[config.mk]
export PLATFORM = sky130hd
export DESIGN_NAME = prio_result_fifo
export DESIGN_NICKNAME = d
export VERILOG_FILES = /design/src/rtl/prio_fifo_pkg.sv /design/src/rtl/prio_fifo_store.sv /design/src/rtl/prio_irq_ctrl.sv /design/src/rtl/prio_rd_format.sv /design/src/rtl/prio_result_fifo.sv
export SDC_FILE = /design/constraint.sdc
export NUM_CORES = 1
export LEC_CHECK = 0
export CELL_PAD_IN_SITES_DETAIL_PLACEMENT = 1
export CELL_PAD_IN_SITES_GLOBAL_PLACEMENT = 1
export CORE_AREA = 2 2 88 107
export CTS_BUF_LIST = sky130_fd_sc_hd__clkbuf_4
export CTS_CLUSTER_DIAMETER = 60
export CTS_CLUSTER_SIZE = 25
export DETAILED_ROUTE_END_ITERATION = 10
export DIE_AREA = 0 0 90 109
export HOLD_SLACK_MARGIN = 0.08
export PLACE_DENSITY = 0.86
export SLEW_MARGIN = 15
export SYNTH_ARGS = -nofsm -noshare
export SYNTH_HDL_FRONTEND = slang
export SYNTH_HIERARCHICAL = 1
export SYNTH_SLANG_ARGS = --single-unit
[constraint.sdc]
create_clock -name clk -period 6.2 [get_ports clk]
set_input_delay 1.24 -clock clk [delete_from_list [all_inputs] [get_ports clk]]
set_output_delay 1.24 -clock clk [all_outputs]
set_load 0.005 [all_outputs]
[src/rtl/prio_fifo_pkg.sv]
package prio_fifo_pkg;
   localparam int RES_W  = 10;
   localparam int LVL_W  = 3;
   localparam int CH_W   = 5;
   localparam int WORD_W = 32;

   typedef struct packed {
      logic [RES_W-1:0] res;
      logic [LVL_W-1:0] lvl;
      logic [CH_W-1:0]  ch;
   } conv_rec_t;

   localparam int REC_W = $bits(conv_rec_t);
endpackage

[src/rtl/prio_fifo_store.sv]
module prio_fifo_store
   import prio_fifo_pkg::*;
#(
   parameter int DEPTH = 4,
   localparam int PTR_W = (DEPTH > 1) ? $clog2(DEPTH) : 1,
   localparam int CNT_W = $clog2(DEPTH + 1)
) (
   input  logic             clk,
   input  logic             rst_n,
   input  logic             push,
   input  logic             pop,
   input  conv_rec_t        wr_rec,
   output conv_rec_t        head_rec,
   output logic [CNT_W-1:0] count,
   output logic [CNT_W-1:0] count_nxt,
   output logic             empty,
   output logic             full,
   output logic             push_ok,
   output logic             pop_ok
);
   if (DEPTH < 2) begin : g_bad_depth
      $error("prio_fifo_store: DEPTH must be at least 2");
   end

   logic [PTR_W-1:0] wr_ptr, rd_ptr;
   conv_rec_t        mem [DEPTH];

   function automatic logic [PTR_W-1:0] ptr_inc(input logic [PTR_W-1:0] p);
      return (p == PTR_W'(DEPTH - 1)) ? '0 : p + 1'b1;
   endfunction

   assign empty   = (count == '0);
   assign full    = (count == CNT_W'(DEPTH));
   assign pop_ok  = pop && !empty;
   assign push_ok = push && (!full || pop_ok);

   always_comb begin
      count_nxt = count;
      if (push_ok && !pop_ok) count_nxt = count + 1'b1;
      else if (pop_ok && !push_ok) count_nxt = count - 1'b1;
   end

   for (genvar i = 0; i < DEPTH; i++) begin : g_slot
      always_ff @(posedge clk) begin
         if (!rst_n) mem[i] <= '0;
         else if (push_ok && wr_ptr == PTR_W'(i)) mem[i] <= wr_rec;
      end
   end

   always_ff @(posedge clk) begin
      if (!rst_n) begin
         wr_ptr <= '0;
         rd_ptr <= '0;
         count  <= '0;
      end else begin
         if (push_ok) wr_ptr <= ptr_inc(wr_ptr);
         if (pop_ok)  rd_ptr <= ptr_inc(rd_ptr);
         count <= count_nxt;
      end
   end

   assign head_rec = mem[rd_ptr];

   assert_empty_clear_R3: assert property (@(posedge clk) disable iff (!rst_n)
      (push && empty) |=> !empty);
   assert_no_overflow_R4: assert property (@(posedge clk) disable iff (!rst_n)
      count <= CNT_W'(DEPTH));
   assert_empty_pop_ignored_R9: assert property (@(posedge clk) disable iff (!rst_n)
      (pop && empty) |=> $stable(rd_ptr));
   assert_push_pop_level_R10: assert property (@(posedge clk) disable iff (!rst_n)
      (push && pop && !empty) |=> $stable(count));
endmodule

[src/rtl/prio_irq_ctrl.sv]
module prio_irq_ctrl #(
   parameter int CNT_W = 3,
   parameter int STG_W = 2
) (
   input  logic             clk,
   input  logic             rst_n,
   input  logic [STG_W-1:0] stages,
   input  logic             push_ok,
   input  logic             drop,
   input  logic [CNT_W-1:0] count_nxt,
   input  logic             flag_clr,
   input  logic             ovr_clr,
   input  logic             irq_en,
   output logic             thr_flag,
   output logic             irq_req,
   output logic             ovr_flag
);
   localparam int CMP_W = (CNT_W > STG_W) ? CNT_W + 1 : STG_W + 1;

   logic [CMP_W-1:0] thresh;
   logic             thr_hit;

   assign thresh  = CMP_W'(stages) + 1'b1;
   assign thr_hit = push_ok && (CMP_W'(count_nxt) >= thresh);

   always_ff @(posedge clk) begin
      if (!rst_n) begin
         thr_flag <= 1'b0;
         ovr_flag <= 1'b0;
      end else begin
         if (thr_hit)       thr_flag <= 1'b1;
         else if (flag_clr) thr_flag <= 1'b0;
         if (drop)          ovr_flag <= 1'b1;
         else if (ovr_clr)  ovr_flag <= 1'b0;
      end
   end

   assign irq_req = thr_flag & irq_en;

   assert_flag_needs_write_R6: assert property (@(posedge clk) disable iff (!rst_n)
      $rose(thr_flag) |-> $past(push_ok));
   assert_flag_sticky_R7: assert property (@(posedge clk) disable iff (!rst_n)
      (thr_flag && !flag_clr) |=> thr_flag);
   assert_ovr_cause_R5: assert property (@(posedge clk) disable iff (!rst_n)
      $rose(ovr_flag) |-> $past(drop));
endmodule

[src/rtl/prio_rd_format.sv]
module prio_rd_format
   import prio_fifo_pkg::*;
#(
   parameter int CH_LSB  = 24,
   parameter int LVL_LSB = 16,
   parameter int HALF_W  = 16
) (
   input  conv_rec_t          rec,
   input  logic               left,
   output logic [WORD_W-1:0]  word
);
   localparam int LEFT_LSB = HALF_W - RES_W;

   if (LEFT_LSB < 0 || CH_LSB + CH_W > WORD_W || LVL_LSB + LVL_W > CH_LSB
       || LVL_LSB < HALF_W) begin : g_bad_layout
      $error("prio_rd_format: field layout does not fit the read word");
   end

   logic [HALF_W-1:0] low_half;

   always_comb begin
      low_half = left ? (HALF_W'(rec.res) << LEFT_LSB) : HALF_W'(rec.res);
      word = '0;
      word[HALF_W-1:0]            = low_half;
      word[LVL_LSB +: LVL_W]      = rec.lvl;
      word[CH_LSB +: CH_W]        = rec.ch;
   end
endmodule

[src/rtl/prio_result_fifo.sv]
module prio_result_fifo
   import prio_fifo_pkg::*;
#(
   parameter int DEPTH = 4,
   parameter int STG_W = 2,
   localparam int CNT_W = $clog2(DEPTH + 1)
) (
   input  logic              clk,
   input  logic              rst_n,
   input  logic              cv_done,
   input  logic [RES_W-1:0]  cv_result,
   input  logic [LVL_W-1:0]  cv_level,
   input  logic [CH_W-1:0]   cv_chan,
   input  logic              rd_pop,
   output logic [WORD_W-1:0] rd_word,
   input  logic [STG_W-1:0]  cfg_stages,
   input  logic              cfg_left,
   input  logic              irq_en,
   input  logic              flag_clr,
   input  logic              ovr_clr,
   output logic              fifo_empty,
   output logic              thr_flag,
   output logic              irq_req,
   output logic              ovr_flag
);
   if ((1 << STG_W) > DEPTH) begin : g_bad_stage
      $error("prio_result_fifo: threshold field exceeds queue depth");
   end

   conv_rec_t        wr_rec, head_rec;
   logic [CNT_W-1:0] count, count_nxt;
   logic             full, push_ok, pop_ok;

   assign wr_rec = '{res: cv_result, lvl: cv_level, ch: cv_chan};

   prio_fifo_store #(.DEPTH(DEPTH)) i_store (
      .clk(clk), .rst_n(rst_n), .push(cv_done), .pop(rd_pop),
      .wr_rec(wr_rec), .head_rec(head_rec), .count(count),
      .count_nxt(count_nxt), .empty(fifo_empty), .full(full),
      .push_ok(push_ok), .pop_ok(pop_ok)
   );

   prio_irq_ctrl #(.CNT_W(CNT_W), .STG_W(STG_W)) i_irq (
      .clk(clk), .rst_n(rst_n), .stages(cfg_stages), .push_ok(push_ok),
      .drop(cv_done && !push_ok), .count_nxt(count_nxt),
      .flag_clr(flag_clr), .ovr_clr(ovr_clr), .irq_en(irq_en),
      .thr_flag(thr_flag), .irq_req(irq_req), .ovr_flag(ovr_flag)
   );

   prio_rd_format i_fmt (
      .rec(head_rec), .left(cfg_left), .word(rd_word)
   );

   assert_full_pop_no_drop_R10: assert property (@(posedge clk) disable iff (!rst_n)
      (full && rd_pop && cv_done) |-> push_ok);
   assert_full_drop_R4: assert property (@(posedge clk) disable iff (!rst_n)
      (full && cv_done && !rd_pop) |=> ovr_flag);
endmodule

# == Word level (Yosys, flattened, before mapping) ==
# Memories as Yosys holds them, arrays and structs flattened. A register that Yosys moved wholly into a read port is not among the register bits.
# Cells that the tools add are included.
# word_totals
mem_count,1
regBits,9
ramBits,72
elab_cells,69
out_inout_bits,36
# memory_table
memory,words,word_bits,rd,rd_ports_with_merged_regs,write_ports,line,source
i_store.mem,4,18,1,1,4,prio_fifo_store.sv:26,conv_rec_t mem [DEPTH];
# op_classes
addsub,5
n_lt_le_gt_ge,1
bitwise,5
muxes,28
n_eq_ne,5
n_reduce_logical,19
# op_table
op,n
two-way mux 18 bit,4
two-way mux 1 bit,17
two-way mux 16 bit,1
logical AND 1 bit,10
two-way mux 2 bit,4
equality test 2 bit (second input constant),3
two-way mux 3 bit,2
adder 2 x 1 -> 2 bit (second input constant),2
>= comparator 3 x 4 -> 1 bit,1
logical NOT 1 bit,4
OR 1 bit,4
nonzero test 2 bit,2
adder 2 x 1 -> 3 bit (second input constant),1
adder 3 x 1 -> 3 bit (second input constant),1
equality test 3 bit (second input constant),1
logical NOT 3 bit,1
subtractor 3 x 1 -> 3 bit (second input constant),1
equality test 2 x 1 -> 1 bit (second input constant),1
logical NOT 2 bit,1
bitwise AND 1 bit,1
logical OR 1 bit,1

# == Logic depth before layout (Yosys ltp) ==
# Gate-level depths: netlist of run 1.
# depth
depth_word,12
mapped_depth,10
ltp_nobuf,10

# == By module ==
# The synthesis of run 1 kept the hierarchy.
# by_module_without_submodules
mod,area_each_um2,seq_area_each_um2,cells_per_inst,n_inst
prio_fifo_store,3757.4,2342.2,254,1
prio_rd_format,281.5,0.0,35,1
prio_irq_ctrl,161.4,40.0,19,1
prio_result_fifo,13.8,0.0,1,1

# == Least setup slack after synthesis of run 1 ==
# Ideal clock, no wire load.
# synth_timing
path_type,in2reg
startpoint,in rd_pop
endpoint,"mem i_store/mem[3][0] (netlist bit), enable pin"
t_required_ns,5.782
setup_ns,0.418
path_buffers,1
stages,4
path_slack_ns,2.777
arrival_time_ns,3.005
path_cell_list,and3b_4 -> nand2b_4 -> buf_6 -> o21ai_0
# synth_rtl
element,line,source
start: declaration,prio_result_fifo.sv:14,"input logic rd_pop,"
end: declaration,prio_fifo_store.sv:26,

# == Worst setup path after layout of run 1 ==
# layout_timing
startpoint,in cfg_left
endpoint,out rd_word[9]
# layout_via
elab_chain_cells,1
# layout_rtl
element,line,source
start: declaration,prio_result_fifo.sv:17,"input logic cfg_left,"
two-way mux 16 bit,prio_rd_format.sv:22,low_half = left ? (HALF_W'(rec.res) << LEFT_LSB) : HALF_W'(rec.res);
end: declaration,prio_result_fifo.sv:15,"output logic [WORD_W-1:0] rd_word,"
# Every way passes these cells.

==> summary.md, run 1 <==
| Metric | Value |
|---|---|
| Clock latency on the worst-skew pair | between 0.4 and 0.5 ns |
| Max layer used | met4 |
| Net Sw Power | about 410 uW |
| Setup Fix Bufs, Post-CTS | 0 |
| Min-Delay Startpoint | i_store/rd_ptr[0]$_SDFFE_PN0N_ |
| Gr usage total | 0.184 |
| Worst Setup Start Kind | input port |
| CP delay by family, top | buffers and inverters |
| Starting Density | 0.475 |
| Power share of the sequential group | 0.491 |
| Io pins | 64 |
| Clock Sinks | between 80 and 90 |
| Vias/cell | roughly 5.4 |
| Cts hold-fix bufs | 0 |
| Highest-count cells in the layout ignoring fill and taps | edfxtp_1 (72), clkdlybuf4s50_1 (55), and3_1 (54) |
| CP max stage delay | ~0.82 ns |
| Syn Std Cell Area | approximately 4200 sq um |
| PD cells | ~290 nW/um^2 |
| Status | finished clean |
| Crit-path cells | clkdlybuf4s50_1 -> mux2_4 -> clkdlybuf4s50_1 |
| First-pass GRT wire length | 13700 um |
| WL met1 | ~3400 um |
| Post-DP Area | ~4700 sq um |
| Power, Total | approximately 1400 uW |
| Antenna diode count | 0 |
| Longest Clk Path Bufs | 2 |
| Slowest-stage cell, CP | clkdlybuf4s50_1 |
| Design area | roughly 4800 sq um |
| Clock-pin slew on the worst setup and hold paths | between 0.1 and 0.15 ns |
| Routed vias | 2547 |
| Internal reg-to-reg setup slack | 3.70 ns |
| Critical R2R Launch | i_store/count[1]$_SDFF_PN0_ |
| Number of global-route vias before repair | approximately 2700 |
| Unrepaired setup endpoints after global routing | no |
| Global placement routability congestion | 0.718 |
| Fillers | around 900 |
| Net Sw Frac | 0.291 |
| Starting DRT DRC Count | 141 |
| Area Growth Syn to Fin | 15.4% |
| Tightest Pin Transition | between 1 and 1.5 ns |
| Detailed Route WL | 8500 um |
| Max cap viols | 0 |
| Clock power share | 0.194 |
| CTS H-tree lvls | 3 |
| Hold Path Stages | 2 |
| Most common cell after layout, fill and taps aside | edfxtp_1 |
| Pin count of the biggest net entering global routing | between 50 and 60 |
| Fin worst setup slack | around 2.1 ns |
| Area of the multi-input gates | between 1500 and 2000 sq um |
| Top cell by count, worst path | clkdlybuf4s50_1 |
| Number of buffers created by CTS | 9 |
| Worst Path Buf+Inv | 2 |
| Final net count | approximately 390 |
| Critical path peak fanout | 16 |
| Crit path required time | slightly below 5 ns |
| Crit path kind | in -> out |
| Share of the clock period used by the worst path after layout | 0.659 |
| Max-slew headroom | 0.251 |
| Arrival time at the worst endpoint | around 2.8 ns |
| Seq. cell area | between 2000 and 2500 sq um |
| R2R Path End | i_store/mem[3][4]$_SDFFCE_PN0P_ |
| Core region area | between 8000 and 9000 sq um |
| Post-route ant nets | 0 |
| Skew final | approximately 0.017 ns |
| Initial antenna violation count | 0 |
| WL met2 | between 4000 and 5000 um |
| TritonCTS clock tree | built |
| Die width | roughly 90 um |
| Combinational power share | 0.315 |
| Total of warnings raised by yosys | 6 |
| Avg WL per Cell | roughly 18 um |
| Hold Vio Cnt, Final | 0 |
| Pre-Repair DR Iteration Count | 4 |
| Leak | roughly 0.002 uW |
| Final HPWL DP | between 5000 and 6000 um |
| Worst reg-to-reg path cell count | 5 |
| Fin. max-slew vios | 0 |
| Pre-CTS setup slack | 2.10 ns |
| Total Die Area | between 9000 and 10000 sq um |
| # rows | 38 |
| Synth Instances | 307 |
| Fin crit period | slightly above 4 ns |
| Crit end category | output pin |
| Avg Cell Area, Syn | 13.7 sq um |
| IO buf count | 55 |
| Layout cell share with drive strength beyond 1 | 0.145 |
| Overflow after GRT | 0 |
| Met3 wire len | roughly 460 um |
| Internal | between 900 and 1000 uW |
| Post-Route Setup TNS | 0 ns |
| Maximum VDD drop | between 0.15 and 0.2 mV |
| Placed instance count | 456 |
| Layout Cells excl Fill | between 400 and 500 |
| Final setup violating endpoints | 0 |
| CTS Root Cell | clkbuf_4 |
| Hold EP | i_store/rd_ptr[0]$_SDFFE_PN0N_ |
| Die Y | around 110 um |
| Residual DRC count | 0 |
| CTS resizes | 0 |
| Hold Path Class | reg -> reg |
| Max Fclk | 245 MHz |
per-layer routing:
| layer | vias to the layer above | global-route usage |
|---|---|---|
| li1 | 1185 | - |
| met1 | 1275 | 0.219 |
| met2 | 77 | 0.329 |
| met3 | 10 | 0.0366 |
| met4 | 0 | 0.0780 |
| met5 | - | 0 |
final cells by class:
type	count	share of cell area
clock inverters	6	0.00877
clock buffers	10	0.0155
inverters	15	0.0116
repair buffers	57	0.117
well taps	120	0.0310
multi-input cells	181	0.325
flip-flops and latches	83	0.491
state kept, by name, summed over array words and instances, names as in the netlist, named ones only:
signal / flops
i_store/mem: 72
i_irq/thr_flag: 1
i_irq/ovr_flag: 1
i_store/rd_ptr: 2
i_store/wr_ptr: 2
i_store/count: 3
how the worst max path moves through the flow:
stage | end | slack (ns) | from | cells past startpoint
2_1_floorplan | i_store/mem[3][0]$_SDFFCE_PN0P_ | 2.78 | rd_pop | 4
3_3_place_gp | rd_word[8] | 2.14 | cfg_left | 3
3_5_place_dp | rd_word[9] | 2.10 | cfg_left | 3
4_1_cts | rd_word[9] | 2.09 | cfg_left | 3
5_1_grt | rd_word[8] | 2.03 | cfg_left | 3
6_report | rd_word[9] | 2.12 | cfg_left | 3
through the flow:
step	hold WS, ns	util
detailed placement	0.501	0.534
CTS	0.518	0.548
global route	0.543	0.548
global placement	0.476	0.534
finish	0.509	0.548
floorplan	0.460	-
tightest hold or removal path, cell delays in order (launching register included):
cell      delay [ns]
dfxtp_1         0.34
nand2_1         0.06
a21boi_1        0.07
power groups by stage:
stage | registers, uW | clock network, uW | logic (uW)
2_1_floorplan | 691 | 0 | 308
3_3_place_gp | 700 | 0 | 435
3_5_place_dp | 705 | 0 | 451
4_1_cts | 692 | 282 | 452
5_1_grt | 699 | 302 | 490
6_report | 691 | 272 | 443
(Power assumes the default switching activity.)
==> run 2, diff against run 1 <==
CORE_AREA = 2 2 96 117   (was 2 2 88 107)
DIE_AREA = 0 0 98 119   (was 0 0 90 109)
PLACE_DENSITY = 0.76   (was 0.86)
clock period = 3.7 ns   (was 6.2 ns; I/O delays follow)
==> run 2 against run 1 <==
Effect of this change:
- count of clock-buffer cells in the layout stayed put
- power is 67% higher
- sequential share of layout area is 0.55 points lower
- clock skew is 0.0062 ns lower
- first-iteration DRC count is 9.2% lower
- combinational power is 73% higher
- utilization is 8.9 points lower
- hold slack hardly changed
- critical path depth is 1 higher
- critical path type is now reg -> out
- critical endpoint is now rd_word[7]
- largest power group unchanged
- highest routed layer unchanged
==> summary.md, run 2 (synthesized netlist as in run 1, its figures left out) <==
| Metric | Value |
|---|---|
| IO buf count | 55 (unchanged) |
| Io pins | 64 (unchanged) |
| Max-slew headroom | 0.507 (was 0.251) |
| Min-Delay Startpoint | i_store/rd_ptr[0]$_SDFFE_PN0N_ (unchanged) |
| Detailed Route WL | 8960 um (was 8500 um) |
| Area of the multi-input gates | 1570 sq um (was 1580 sq um) |
| Fin worst setup slack | 0.540 ns (was 2.12 ns) |
| Fin. max-slew vios | 0 (unchanged) |
| Global placement routability congestion | 0.684 (was 0.718) |
| Worst reg-to-reg path cell count | 10 (was 5) |
| Fillers | 1112 (was 899) |
| Vias/cell | 5.25 (was 5.40) |
| Crit end category | output pin (unchanged) |
| Max FFs per register | 72 (unchanged) |
| CP max stage delay | 0.59 ns (was 0.82 ns) |
| Initial antenna violation count | 0 (unchanged) |
| Worst Path Buf+Inv | 2 (unchanged) |
| Antenna diode count | 0 (unchanged) |
| Number of buffers created by CTS | 9 (unchanged) |
| CTS resizes | 0 (unchanged) |
| Hold EP | i_store/rd_ptr[0]$_SDFFE_PN0N_ (unchanged) |
| CTS Root Cell | clkbuf_4 (unchanged) |
| Clock latency on the worst-skew pair | 0.44 ns (was 0.43 ns) |
| Maximum VDD drop | 0.239 mV (was 0.165 mV) |
| Post-route ant nets | 0 (unchanged) |
| Worst Setup Start Kind | register (was input port) |
| Final HPWL DP | 5900 um (was 5670 um) |
| CP delay by family, top | multiplexers (was buffers and inverters) |
| PD cells | 479 nW/um^2 (was 290 nW/um^2) |
| Leak | 0.00201 uW (was 0.00197 uW) |
| Crit path kind | reg -> out (was in -> out) |
| Hold Vio Cnt, Final | 0 (unchanged) |
| Cts hold-fix bufs | 0 (unchanged) |
| Register with the highest flop count | i_store/mem (unchanged) |
| CTS H-tree lvls | 3 (unchanged) |
| Hold Path Class | reg -> reg (unchanged) |
| Final setup violating endpoints | 0 (unchanged) |
| Setup Fix Bufs, Post-CTS | 0 (unchanged) |
| Regs by FF count | i_store/mem: 72 flops, i_store/count: 3 flops (unchanged) |
| Crit-path cells | buf_4 -> mux4_2 -> mux2_4 -> clkdlybuf4s50_1 (was clkdlybuf4s50_1 -> mux2_4 -> clkdlybuf4s50_1) |
| Max cap viols | 0 (unchanged) |
| First-pass GRT wire length | 14500 um (was 13700 um) |
| Pre-Repair DR Iteration Count | 4 (unchanged) |
| Unrepaired setup endpoints after global routing | no (unchanged) |
| Highest-count cells in the layout ignoring fill and taps | edfxtp_1 (72), clkdlybuf4s50_1 (55), and3_1 (54) (unchanged) |
| Critical path peak fanout | 18 (was 16) |
| Pre-CTS setup slack | 0.606 ns (was 2.10 ns) |
| Fin crit period | 3.16 ns |
| Longest Clk Path Bufs | 2 (unchanged) |
| Slowest-stage cell, CP | mux4_2 (was clkdlybuf4s50_1) |
| TritonCTS clock tree | built (unchanged) |
| Starting Density | 0.394 (was 0.475) |
| Skew final | 0.0108 ns (was 0.0170 ns) |
| Die Y | 119 um (was 109 um) |
| Max Fclk | 316 MHz |
| Arrival time at the worst endpoint | 2.42 ns (was 2.84 ns) |
| Worst hold margin | 0.508 ns (was 0.509 ns) |
| Seq. cell area | 2380 sq um (unchanged) |
| Internal reg-to-reg setup slack | 1.34 ns (was 3.70 ns) |
| Critical R2R Launch | i_store/count[1]$_SDFF_PN0_ (unchanged) |
| Starting DRT DRC Count | 128 (was 141) |
| Post-Route Setup TNS | 0 ns (unchanged) |
| R2R Path End | i_irq/thr_flag$_SDFFE_PN0P_ (was i_store/mem[3][4]$_SDFFCE_PN0P_) |
| Die width | 98 um (was 90 um) |
| Hold Path Stages | 2 (unchanged) |
| Tightest Pin Transition | 0.739 ns (was 1.12 ns) |
| # rows | 42 (was 38) |
| Pin count of the biggest net entering global routing | 31 (was 55) |
| Number of global-route vias before repair | 2821 (was 2728) |
| Clock Sinks | 83 (unchanged) |
| Layout cell share with drive strength beyond 1 | 0.156 (was 0.145) |
| Residual DRC count | 0 (unchanged) |
| Avg WL per Cell | 18.2 um (was 18.0 um) |
| Gr usage total | 0.163 (was 0.184) |
| Overflow after GRT | 0 (unchanged) |
| Total Die Area | 11700 sq um (was 9810 sq um) |
| Most common cell after layout, fill and taps aside | edfxtp_1 (unchanged) |
| Share of the clock period used by the worst path after layout | 0.854 |
| Routed vias | 2583 (was 2547) |
| Final net count | 396 (was 387) |
| Core region area | 10700 sq um (was 8840 sq um) |
| Clock-pin slew on the worst setup and hold paths | 0.11 ns (was 0.12 ns) |
| Area Growth Syn to Fin | 16.7% (was 15.4%) |
| Crit path required time | 2.96 ns (was 4.96 ns) |
| Status | finished clean (unchanged) |
==> run 2: changes by cell type in the layout (fill, tap and decap cells not counted), sizes merged <==
cell and delta:
buf +9, clkinvlp -2, clkinv +1
==> run 2: worst min-delay path, cell delays in order, from the launching register on <==
cell      delay [ns]
dfxtp_1         0.34
nand2_1         0.06
a21boi_1        0.07
==> run 2: worst max-delay path by stage <==
| stage | from | end | slack, ns | cells past startpoint |
|---|---|---|---|---|
| after floorplan | rd_pop | i_store/mem[3][0]$_SDFFCE_PN0P_ | 0.78 | 4 |
| after global placement | cfg_left | rd_word[6] | 0.64 | 3 |
| after detailed placement | cv_done | i_irq/thr_flag$_SDFFE_PN0P_ | 0.61 | 9 |
| after CTS | register | rd_word[7] | 0.48 | 4 |
| after global routing | register | rd_word[7] | 0.41 | 4 |
| final | register | rd_word[7] | 0.54 | 4 |
==> run 2: stage by stage <==
stage	cell area, sq um	instances	util	power [uW]
6_report	4900	492	0.460	2350
5_1_grt	4900	492	0.460	2480
4_1_cts	4900	492	0.460	2380
3_5_place_dp	4810	477	0.451	1960
3_3_place_gp	4810	477	0.451	1920
2_1_floorplan	4230	314	-	1670
==> run 2: metal layers <==
layer  wire length [um]  vias up  global-route usage  share of wire
met4                165        0              0.0660          0.018
met2               4760       64               0.292           0.53
met5                  0        -                   0              0
li1                   -     1201                   -              -
met3                324       15              0.0288          0.036
met1               3710     1303               0.192           0.41
==> run 2: cell type report <==
type | count | share of cell area
sequential | 83 | 0.486
tap | 132 | 0.0337
clock buffer | 10 | 0.0153
inverter | 15 | 0.0115
clock inverter | 5 | 0.00434
timing repair buffer | 66 | 0.129
multi-input combinational | 181 | 0.320
==> run 2: power by group <==
| part | internal [uW] | switching, uW | total [uW] |
|---|---|---|---|
| Clock | 134 | 294 | 427 |
| Sequential | 1110 | 43.6 | 1150 |
| Combinational | 427 | 341 | 768 |
| Total | 1670 | 679 | 2350 |
